<file path="config.mk">
export PLATFORM = sky130hd
export DESIGN_NAME = periph_req_ctrl
export DESIGN_NICKNAME = d
export VERILOG_FILES = /design/src/rtl/prc_pkg.sv /design/src/rtl/prc_pend_flag.sv /design/src/rtl/prc_mask_fields.sv /design/src/rtl/prc_ptr_reg.sv /design/src/rtl/periph_req_ctrl.sv
export SDC_FILE = /design/constraint.sdc
export NUM_CORES = 1
export LEC_CHECK = 0
export BUFFER_PORTS_ARGS = -buffer_cell sky130_fd_sc_hd__buf_2
export CORE_AREA = 2 2 51 53
export DETAILED_ROUTE_END_ITERATION = 12
export DIE_AREA = 0 0 53 55
export GPL_TIMING_DRIVEN = 0
export HOLD_SLACK_MARGIN = 0.12
export PLACE_DENSITY = 0.8
export SYNTH_ARGS = -nofsm -noshare
export SYNTH_HDL_FRONTEND = slang
export SYNTH_SLANG_ARGS = --single-unit
</file>
<file path="constraint.sdc">
create_clock -name clk -period 2.73 [get_ports clk]
set_clock_uncertainty 0.2 [all_clocks]
set_input_delay 0.546 -clock clk [delete_from_list [all_inputs] [get_ports clk]]
set_output_delay 0.546 -clock clk [all_outputs]
set_load 0.05 [all_outputs]
</file>
<file path="src/rtl/prc_pkg.sv">
package prc_pkg;

  typedef enum logic [1:0] {
    SEL_CTRL = 2'd0,
    SEL_CPTR = 2'd1,
    SEL_APTR = 2'd2,
    SEL_NONE = 2'd3
  } reg_sel_e;

  typedef struct packed {
    logic dma;
    logic irq;
  } route_t;

  // Routing of the pending flag under the two masks.
  function automatic route_t route_req(logic pend, logic dm, logic im);
    route_t r;
    r.dma = pend & dm;
    r.irq = pend & dm & im;
    return r;
  endfunction

  // Pending flag: software write, then trigger, then acknowledge.
  function automatic logic next_pend(logic cur, logic trig, logic ack,
                                     logic sw_wr, logic sw_val);
    logic n;
    if (sw_wr)     n = sw_val;
    else if (trig) n = 1'b1;
    else if (ack)  n = 1'b0;
    else           n = cur;
    return n;
  endfunction

  // DMA mask: software write, then self-clear at counter zero outside swap.
  function automatic logic next_dm(logic cur, logic cz, logic swap,
                                   logic sw_wr, logic sw_val);
    logic n;
    if (sw_wr)            n = sw_val;
    else if (cz && !swap) n = 1'b0;
    else                  n = cur;
    return n;
  endfunction

endpackage

</file>
<file path="src/rtl/prc_pend_flag.sv">
module prc_pend_flag (
  input  logic clk,
  input  logic rst,
  input  logic trig,
  input  logic ack,
  input  logic sw_wr,
  input  logic sw_val,
  output logic pend_q
);
  import prc_pkg::*;

  always_ff @(posedge clk) begin
    if (rst) pend_q <= 1'b0;
    else     pend_q <= next_pend(pend_q, trig, ack, sw_wr, sw_val);
  end

endmodule

</file>
<file path="src/rtl/prc_mask_fields.sv">
module prc_mask_fields #(
  parameter int PRIO_W = 3
) (
  input  logic              clk,
  input  logic              rst,
  input  logic              sw_wr,
  input  logic              sw_dm,
  input  logic              sw_im,
  input  logic [PRIO_W-1:0] sw_prio,
  input  logic              cnt_zero,
  input  logic              swap,
  output logic              dm_q,
  output logic              im_q,
  output logic [PRIO_W-1:0] prio_q
);
  import prc_pkg::*;

  always_ff @(posedge clk) begin
    if (rst) begin
      dm_q   <= 1'b0;
      im_q   <= 1'b0;
      prio_q <= '0;
    end else begin
      dm_q <= next_dm(dm_q, cnt_zero, swap, sw_wr, sw_dm);
      if (sw_wr) begin
        im_q   <= sw_im;
        prio_q <= sw_prio;
      end
    end
  end

endmodule

</file>
<file path="src/rtl/prc_ptr_reg.sv">
module prc_ptr_reg #(
  parameter int PTR_W = 7,
  localparam int REG_W = PTR_W + 1
) (
  input  logic             clk,
  input  logic             rst,
  input  logic             wr,
  input  logic [REG_W-1:0] wdata,
  output logic [REG_W-1:0] reg_q,
  output logic [PTR_W-1:0] ptr,
  output logic             flag
);

  always_ff @(posedge clk) begin
    if (rst)     reg_q <= '0;
    else if (wr) reg_q <= wdata;
  end

  assign ptr  = reg_q[REG_W-1:1];
  assign flag = reg_q[0];

endmodule

</file>
<file path="src/rtl/periph_req_ctrl.sv">
module periph_req_ctrl #(
  parameter int PTR_W  = 7,
  parameter int PRIO_W = 3,
  localparam int REG_W = PTR_W + 1
) (
  input  logic              clk,
  input  logic              rst,
  input  logic              trig_i,
  input  logic              ack_i,
  input  logic              cnt_zero_i,
  input  logic              swap_i,
  input  logic              wr_en_i,
  input  logic [1:0]        wr_sel_i,
  input  logic [REG_W-1:0]  wr_data_i,
  output logic [REG_W-1:0]  ctrl_o,
  output logic [REG_W-1:0]  cptr_o,
  output logic [REG_W-1:0]  aptr_o,
  output logic [PRIO_W-1:0] prio_o,
  output logic [PTR_W-1:0]  cnt_ptr_o,
  output logic              to_regfile_o,
  output logic [PTR_W-1:0]  addr_ptr_o,
  output logic              seg_alt_o,
  output logic              dma_req_o,
  output logic              eob_irq_o
);
  import prc_pkg::*;

  localparam int IM_BIT   = PRIO_W;
  localparam int DM_BIT   = PRIO_W + 1;
  localparam int PEND_BIT = PRIO_W + 2;
  localparam int NPTR     = 2;

  // Named internal events, also used by the checker.
  logic              sw_ctrl_wr;
  logic [NPTR-1:0]   sw_ptr_wr;
  logic              pend_q;
  logic              dm_q;
  logic              im_q;
  logic [PRIO_W-1:0] prio_q;
  route_t            route;

  logic [REG_W-1:0]  ptr_reg [NPTR];
  logic [PTR_W-1:0]  ptr_val [NPTR];
  logic [NPTR-1:0]   ptr_flag;

  assign sw_ctrl_wr = wr_en_i && (reg_sel_e'(wr_sel_i) == SEL_CTRL);

  prc_pend_flag u_pend (
    .clk    (clk),
    .rst    (rst),
    .trig   (trig_i),
    .ack    (ack_i),
    .sw_wr  (sw_ctrl_wr),
    .sw_val (wr_data_i[PEND_BIT]),
    .pend_q (pend_q)
  );

  prc_mask_fields #(.PRIO_W(PRIO_W)) u_mask (
    .clk      (clk),
    .rst      (rst),
    .sw_wr    (sw_ctrl_wr),
    .sw_dm    (wr_data_i[DM_BIT]),
    .sw_im    (wr_data_i[IM_BIT]),
    .sw_prio  (wr_data_i[PRIO_W-1:0]),
    .cnt_zero (cnt_zero_i),
    .swap     (swap_i),
    .dm_q     (dm_q),
    .im_q     (im_q),
    .prio_q   (prio_q)
  );

  // Index 0: counter pointer, index 1: address pointer.
  for (genvar g = 0; g < NPTR; g++) begin : g_ptr
    localparam reg_sel_e SEL = (g == 0) ? SEL_CPTR : SEL_APTR;
    assign sw_ptr_wr[g] = wr_en_i && (reg_sel_e'(wr_sel_i) == SEL);
    prc_ptr_reg #(.PTR_W(PTR_W)) u_ptr (
      .clk   (clk),
      .rst   (rst),
      .wr    (sw_ptr_wr[g]),
      .wdata (wr_data_i),
      .reg_q (ptr_reg[g]),
      .ptr   (ptr_val[g]),
      .flag  (ptr_flag[g])
    );
  end

  always_comb begin
    ctrl_o           = '0;
    ctrl_o[PEND_BIT] = pend_q;
    ctrl_o[DM_BIT]   = dm_q;
    ctrl_o[IM_BIT]   = im_q;
    ctrl_o[PRIO_W-1:0] = prio_q;
  end

  assign route        = route_req(pend_q, dm_q, im_q);
  assign dma_req_o    = route.dma;
  assign eob_irq_o    = route.irq;
  assign prio_o       = prio_q;
  assign cptr_o       = ptr_reg[0];
  assign aptr_o       = ptr_reg[1];
  assign cnt_ptr_o    = ptr_val[0];
  assign to_regfile_o = ptr_flag[0];
  assign addr_ptr_o   = ptr_val[1];
  assign seg_alt_o    = ptr_flag[1] & ~ptr_flag[0];

endmodule

</file>
==> run metrics, run 1 <==
Clock Latency Late Sink=300 ps; CP Capture Type=output pin; Post-Place Setup Slack=1000 ps; initial core utilization=43.0%; Worst EP arrival=~1200 ps; DRC=0; FF+latch count, synth=22; GR Overflow Total=0; ant diodes=0; CTS Buf Count=3; critical path class=flip-flop to output pin; Internal=0.531 mW; Placed Cells=~210; leading area contributor after synthesis=dfxtp_1; VDD IR max=0.415 mV; Routed Antenna Nets=0; Core Area=2360 um^2; dpl hpwl=1860 um; RSZ-0062 raised after global routing=no; fin area=1410 um^2; setup bufs post-CTS=0; # hold bufs at CTS=0; PD cells=around 540 nW/um^2; Clock Power Share=32.8%; cell count after synthesis=123; chip height=between 50 and 60 um; Chip Width=53 um; Fin. Hold Viols=0; largest net degree at the start of global routing=14; vias per inst=around 4.6; post-route setup slack=838 ps; Max Freq=529 MHz; Routability Congestion=0.744; Non-Filler Instances=217; Hold Slack=233 ps; sequential group share of total power=45.2%; # setup viols final=0; H-tree depth=1; Initial DRC Count=10; DR pass1 iterations=4; switching portion of total power=29.7%; post-DR wirelength/cell=10.8 um; minimum period implied by the final worst setup slack=1890 ps; CP Max Fanout=4; Post-DP Area=1350 um^2; TritonCTS Sinks=22; Resize count post-CTS=0; clock tree buffer depth=2; Seq/Total Area, Yosys=43.3%; Gate power share=approximately 22%; vias post-DR=996; Post-Route WL=2350 um; first-pass GRT wire length=3670 um; vias in the first global route=896; Buffers on Ports=59; NetSw=roughly 0.22 mW; post-synthesis cell area=1020 um^2; initial antenna violation count=0; CTS tree=done; period utilization=69.3%; # rows=18; Worst Setup Start Kind=flip-flop; syn_area_per_cell=8.27 um^2; Area Growth Syn to Fin=38.3%; final slew viol count=0; Setup TNS Final=0 ps; CTS clk-pin slew, worst paths=roughly 130 ps; die area=2920 um^2; GRT Total Usage=17.2%; top post-synthesis cells by area=dfxtp_1, buf_4, nand2_1; P_leak=0.760 nW; status=completed; max-capacitance violation count=0; hold crit path type=input pin to flip-flop; share of the synthesized area in the top cell type=43.3%; Synth cell types=18; Ys Warns=0; CTS Root Cell=clkbuf_4; I/O pin count=62; CP required=between 1500 and 2000 ps; share of layout cells above drive strength 1=48.7%; layout net count=205
## path summary, 6_finish.rpt
check	startpoint	end	slack [ps]	cells past startpoint
setup reg to reg	u_pend.pend_q$_SDFFE_PP0P_	u_pend.pend_q$_SDFFE_PP0P_	1700	3
hold / removal	rst	g_ptr[1].u_ptr.reg_q[0]$_SDFFE_PP0P_	230	2
hold reg to reg	g_ptr[1].u_ptr.reg_q[7]$_SDFFE_PP0P_	g_ptr[1].u_ptr.reg_q[7]$_SDFFE_PP0P_	280	2
setup / recovery	u_mask.dm_q$_SDFFE_PP0P_	eob_irq_o	840	2
## sequential cells by signal, summed over array words and instances, names as in the netlist
| register | cells |
|---|---|
| g_ptr.u_ptr.reg_q | 16 |
| u_mask.im_q | 1 |
| u_mask.prio_q | 3 |
| u_pend.pend_q | 1 |
| u_mask.dm_q | 1 |
## through the flow
step,power [mW],util (%)
after CTS,0.758,59.5
after global placement,0.511,57.2
after floorplan,0.471,-
after detailed placement,0.514,57.2
final,0.755,59.5
after global routing,0.781,59.5
## routing by layer
layer | vias to the layer above | global-route usage (%) | wire length, um
met2 | 36 | 30.4 | 1220
met5 | - | 0 | 0
met1 | 450 | 19.8 | 957
met3 | 6 | 2.96 | 132
li1 | 504 | - | -
met4 | 0 | 9.40 | 42
## cells in the final DEF, fill, tap and decap left out
| cell | instances |
|---|---|
| conb_1 | 2 |
| and3b_1 | 2 |
| buf_4 | 24 |
| bufinv_16 | 1 |
| nor2_1 | 4 |
| mux2i_1 | 4 |
| and3_1 | 1 |
| clkbuf_1 | 2 |
| nand2b_1 | 1 |
| clkbuf_4 | 3 |
| nand2_1 | 33 |
| buf_2 | 61 |
| nand3b_1 | 3 |
| dfxtp_1 | 22 |
| nor3b_4 | 1 |
| a21oi_1 | 17 |
| nor3_2 | 1 |
| nor3_1 | 1 |
| and2_1 | 1 |
| nor2b_1 | 3 |
## power groups by stage
stage | sequential, mW | combinational, mW | clock, mW
detailed placement | 0.348 | 0.166 | 0
global route | 0.343 | 0.177 | 0.261
global placement | 0.347 | 0.164 | 0
CTS | 0.341 | 0.167 | 0.250
finish | 0.341 | 0.167 | 0.248
floorplan | 0.377 | 0.0944 | 0
## layout make-up
cell class,instances,area [um^2]
Multi-Input combinational cell,74,383
Buffer,28,198
Fill cell,227,958
Tap cell,30,37.5
Clock inverter,1,30.0
Timing Repair Buffer,59,295
Clock buffer,3,22.5
Sequential cell,22,440
## worst max-delay path, stage by stage, from the launching register on
cell and delay (ps):
dfxtp_1 420, and3_1 170, buf_2 250
## cells by family (layout without fill, tap and decap cells)
logic type      after synthesis  after routing  share of synthesized area (%)
other cells                   1              2                          0.369
compound gates               17             17                           8.36
buf+inv                      28             91                           19.4
mux                           4              4                           3.94
flops                        22             22                           43.3
simple gates                 51             51                           24.6
## Yosys cell counts
cell	instances
a21oi_1	17
and2_1	1
and3_1	1
and3b_1	2
buf_2	2
buf_4	24
clkbuf_1	2
conb_1	1
dfxtp_1	22
mux2i_1	4
nand2_1	33
nand2b_1	1
nand3b_1	3
nor2_1	4
nor2b_1	3
nor3_1	1
nor3_2	1
nor3b_4	1
No activity file was read; power rests on OpenSTA's default activity.
==> run 2: changes to the inputs <==
Settings changed: CORE_AREA 2 2 51 53 to 2 2 55 57, DIE_AREA 0 0 53 55 to 0 0 57 59, PLACE_DENSITY 0.8 to 0.73.
Clock period 2.73 ns to 1.6 ns, I/O delays scaled along.
==> run 2 against run 1 <==
Utilization fell by 3.8 points. First-iteration DRC count rose by 10%. Total power rose by 49%. Critical path depth did not move. Non-clock buffer count rose by 10. Global-route usage fell by 2.7 points. Die area rose by 15%. Flip-flop and latch count did not move. Sequential share of layout area fell by 1.9 points. Count of clock-buffer cells in the layout did not move. Critical endpoint is now cptr_o[4]. Largest power group unchanged.
==> run metrics, run 2 (same netlist as run 1, synthesis figures left out) <==
GR Overflow Total=0 (unchanged); vias post-DR=1030 (+3.4%); H-tree depth=1 (unchanged); number of flip-flops under the largest register name=16 (unchanged); CP required=1080 ps (-900 ps); CP Max Fanout=3 (-1); period utilization=97.6%; Initial DRC Count=11 (+1); DR pass1 iterations=4 (unchanged); commonest cells after routing, fill and taps aside=buf_2, nand2_1, buf_4, dfxtp_1, a21oi_1; post-DR wirelength/cell=10.7 um (-1.3%); Placed Cells=214 (+0.47%); final slew viol count=0 (unchanged); biggest regs=g_ptr.u_ptr.reg_q (16), u_mask.prio_q (3); # rows=19 (+1); Worst EP arrival=1040 ps (-110 ps); initial core utilization=37.5% (-5.5 points); Post-Place Setup Slack=111 ps (-890 ps); DRC=0 (unchanged); CTS tree=done; die area=3360 um^2 (+15%); initial antenna violation count=0 (unchanged); Chip Width=57 um (+7.5%); dpl hpwl=1780 um (-4.2%); CTS Buf Count=3 (unchanged); TritonCTS Sinks=22 (unchanged); VDD IR max=0.572 mV (+38%); Clock Latency Late Sink=290 ps (about the same); register area=444 um^2 (+0.85%); hold crit path type=input pin to flip-flop; chip height=59 um (+7.3%); Non-Filler Instances=227 (+4.6%); I/O pin count=62 (unchanged); CTS Root Cell=clkbuf_4; # fillers=269 (+19%); Area Growth Syn to Fin=48.2%; hold_sp=cnt_zero_i; clock tree buffer depth=2 (unchanged); area of the multi-input gates=385 um^2 (+0.65%); CTS clk-pin slew, worst paths=110 ps (-20 ps); GRT Total Usage=14.5% (-2.7 points); P_leak=0.787 nW (+3.5%); share of layout cells above drive strength 1=48.0% (-0.70 points); CP Launch Point=g_ptr[0].u_ptr.reg_q[4]$_SDFFE_PP0P_; layout net count=215 (+4.9%); status=completed; first-pass GRT wire length=3860 um (+5.1%); Setup TNS Final=0 ps (unchanged); Routability Congestion=0.753 (+1.2%); Worst Setup Start Kind=flip-flop; # setup viols final=0 (unchanged); CP Capture Type=output pin; Routed Antenna Nets=0 (unchanged); vias per inst=4.54 (-1.1%); Post-Route WL=2430 um (+3.3%); ant diodes=0 (unchanged); critical path class=flip-flop to output pin; Core Area=2710 um^2 (+15%); vias in the first global route=883 (-1.5%); post-route setup slack=38.4 ps (-799 ps); leading cell type in the layout, fill and taps excluded=buf_2; Buffers on Ports=59 (unchanged); Fin. Hold Viols=0 (unchanged); max-capacitance violation count=0 (unchanged); Max Freq=640 MHz; Hold Slack=128 ps (-105 ps); PD cells=747 nW/um^2 (+39%); register name with the most flops=g_ptr.u_ptr.reg_q; minimum period implied by the final worst setup slack=1560 ps; RSZ-0062 raised after global routing=no; worst reg2reg path startpoint=u_pend.pend_q$_SDFFE_PP0P_; Pwr Total=1.13 mW (+49%); largest net degree at the start of global routing=12 (-2)
## run 2: metal layers
layer | vias up | share of wire (%) | GRT usage, %
met5 | - | 0 | 0
li1 | 520 | - | -
met1 | 463 | 44 | 18.7
met3 | 2 | 7.6 | 3.28
met2 | 45 | 48 | 25.0
met4 | 0 | 0.37 | 2.99
## run 2: what timing repair did
| item | CTS | global route |
|---|---|---|
| hold buffers | 10 | 0 |
| endpoints found under the setup margin | 3 | 8 |
| setup buffers | 0 | 0 |
| hold endpoints to repair | 22 | 0 |
| gates resized for setup | 3 | 10 |
| gates cloned | 0 | 0 |
## run 2: path summary, 6_finish.rpt
check	endpoint	slack, ps	depth (start not counted)
worst max-delay path	cptr_o[4]	40	2
worst min-delay path	u_mask.dm_q$_SDFFE_PP0P_	130	4
worst max register to register	u_pend.pend_q$_SDFFE_PP0P_	580	3
worst min register to register	g_ptr[1].u_ptr.reg_q[0]$_SDFFE_PP0P_	280	2
## run 2: worst max-delay path: stages (launching register included)
cell	delay (ps)
dfxtp_1	390
buf_4	120
buf_2	240
## run 2: metrics by stage
| stage | area [um^2] | utilization, % |
|---|---|---|
| 3_3_place_gp | 1360 | 50.1 |
| 5_1_grt | 1510 | 55.6 |
| 6_report | 1510 | 55.6 |
| 4_1_cts | 1490 | 54.9 |
| 3_5_place_dp | 1360 | 50.1 |
| 2_1_floorplan | 1020 | - |
## run 2: area by class of cell
type / instances / share of cell area [%]
clock buffers: 3 / 1.49
multi-input cells: 74 / 25.6
repair buffers: 69 / 27.8
plain buffers: 28 / 13.1
flip-flops and latches: 22 / 29.5
well taps: 31 / 2.57
## run 2: power by group
part	internal (mW)	switching (mW)	total, mW
sequential	0.568	0.0148	0.582
clock	0.0876	0.151	0.239
combinational	0.105	0.201	0.306
==> run 3: changes to the inputs <==
Settings changed: REMOVE_ABC_BUFFERS from default to 1.
==> run 3 against run 2 <==
Critical path depth is the same. First-iteration DRC count grew 82%. Worst hold slack better by 51 ps. Non-clock buffer count fell by 28. Clock power is 35% higher. Utilization shrank 7.4 points. Flip-flop and latch count did not move.
==> run metrics, run 3 (same netlist as run 1, synthesis figures left out) <==
die area=3360 um^2 (unchanged); Initial DRC Count=20 (+9); GRT Total Usage=14.1% (-0.35 points); # setup viols final=0 (unchanged); hold crit path type=input pin to flip-flop; Core Area=2710 um^2 (unchanged); status=completed; CTS Buf Count=3 (unchanged); commonest cells after routing, fill and taps aside=buf_2, nand2_1, dfxtp_1, a21oi_1, dlygate4sd3_1; first-pass GRT wire length=3620 um (-6.3%); Fin. Hold Viols=0 (unchanged); NetSw=0.392 mW (+6.7%); ant diodes=0 (unchanged); period utilization=96.0% (-1.6 points); Worst Setup Start Kind=flip-flop; # rows=19 (unchanged); switching portion of total power=33.4% (+0.80 points); minimum period implied by the final worst setup slack=1540 ps (-26.2 ps); DRC=0 (unchanged); Area Growth Syn to Fin=28.5%; initial core utilization=37.5% (unchanged); Routed Antenna Nets=0 (unchanged); biggest regs=g_ptr.u_ptr.reg_q (16), u_mask.prio_q (3); vias post-DR=890 (-14%); chip height=59 um (unchanged); Pwr Total=1.17 mW (+4.2%); VDD IR max=0.486 mV (-15%); Chip Width=57 um (unchanged); CP Max Fanout=3 (unchanged); vias in the first global route=825 (-6.6%); GR Overflow Total=0 (unchanged); number of flip-flops under the largest register name=16 (unchanged); register name with the most flops=g_ptr.u_ptr.reg_q; RSZ-0062 raised after global routing=no; Setup TNS Final=0 ps (unchanged); Worst EP arrival=1020 ps (-20 ps); Gate power share=23.2% (-4.0 points); Buffers on Ports=59 (unchanged); TritonCTS Sinks=22 (unchanged); dpl hpwl=1570 um (-12%); layout net count=187 (-13%); Routability Congestion=0.691 (-8.3%); sequential group share of total power=49.4% (-2.3 points); final slew viol count=0 (unchanged); PD cells=898 nW/um^2 (+20%); Post-Route WL=2370 um (-2.5%); leading cell type in the layout, fill and taps excluded=buf_2; initial antenna violation count=0 (unchanged); Clock Latency Late Sink=310 ps (+20 ps); Clock Power Share=27.4% (+6.2 points); CTS Root Cell=clkbuf_4; CP required=1080 ps (about the same); Internal=0.782 mW (+2.9%); largest net degree at the start of global routing=23 (+11); clock tree buffer depth=2 (unchanged); post-route setup slack=64.7 ps (+26.2 ps); CTS tree=done; H-tree depth=1 (unchanged); CTS clk-pin slew, worst paths=140 ps (+30 ps); I/O pin count=62 (unchanged); Max Freq=651 MHz (+1.7%); vias per inst=4.45 (-1.9%); max-capacitance violation count=0 (unchanged); share of layout cells above drive strength 1=39.6% (-8.3 points); P_leak=0.654 nW (-17%); CP Capture Type=output pin; Post-Place Setup Slack=44.0 ps (-66.8 ps); post-DR wirelength/cell=11.9 um (+11%); setup bufs post-CTS=0 (unchanged); critical path class=flip-flop to output pin; DR pass1 iterations=4 (unchanged)
run 3: cell types whose count changed in the layout (fill, tap and decap cells not counted), sizes merged:
cell | before | now
buf | 81 | 59
clkbuf | 9 | 4
run 3: timing repair:
| action | in CTS | in global routing |
|---|---|---|
| hold endpoints to repair | 22 | 0 |
| resized for setup | 1 | 7 |
| hold buffers | 10 | 0 |
| gates cloned | 0 | 0 |
| endpoints found under the setup margin | 1 | 3 |
run 3: path summary, 6_finish.rpt:
check | start | to | slack, ps | depth (start not counted)
worst max-delay path | g_ptr[1].u_ptr.reg_q[0]$_SDFFE_PP0P_ | seg_alt_o | 60 | 2
worst min register to register | g_ptr[1].u_ptr.reg_q[4]$_SDFFE_PP0P_ | g_ptr[1].u_ptr.reg_q[4]$_SDFFE_PP0P_ | 280 | 2
worst min-delay path | wr_sel_i[1] | u_mask.dm_q$_SDFFE_PP0P_ | 180 | 4
worst max register to register | u_pend.pend_q$_SDFFE_PP0P_ | u_pend.pend_q$_SDFFE_PP0P_ | 590 | 3
run 3: per-stage QoR:
step | util, % | hold slack, ps | instance area [um^2] | cells
after floorplan | - | 189 | 823 | 96
after global placement | 42.7 | 254 | 1160 | 186
after detailed placement | 42.7 | 259 | 1160 | 186
after CTS | 47.8 | 183 | 1300 | 200
after global routing | 48.2 | 194 | 1310 | 200
final | 48.2 | 179 | 1310 | 200
run 3: layout make-up:
type                    instances  area [um^2]
multi-input cells              74          383
clock buffers                   4         36.3
fillers                       284         1400
flip-flops and latches         22          443
well taps                      31         38.8
repair buffers                 69          407
run 3: routing by layer:
metal	vias up	part of all wire [%]	wire length, um	GRT usage (%)
met4	0	0.42	10	4.98
met5	-	0	0	0
met1	383	47	1120	18.3
met3	2	6.8	161	2.62
met2	42	45	1070	23.6
li1	463	-	-	-
run 3: worst max-delay path, cell delays in order, from the launching register on:
cell and delay (ps):
dfxtp_1 360, nor2b_1 130, buf_4 200
run 3: power by group through the flow:
stage               logic (mW)  registers [mW]  clock network (mW)
global route             0.287           0.584               0.358
floorplan               0.0550           0.711                   0
CTS                      0.272           0.580               0.326
finish                   0.272           0.580               0.322
detailed placement       0.253           0.592                   0
global placement         0.252           0.591                   0
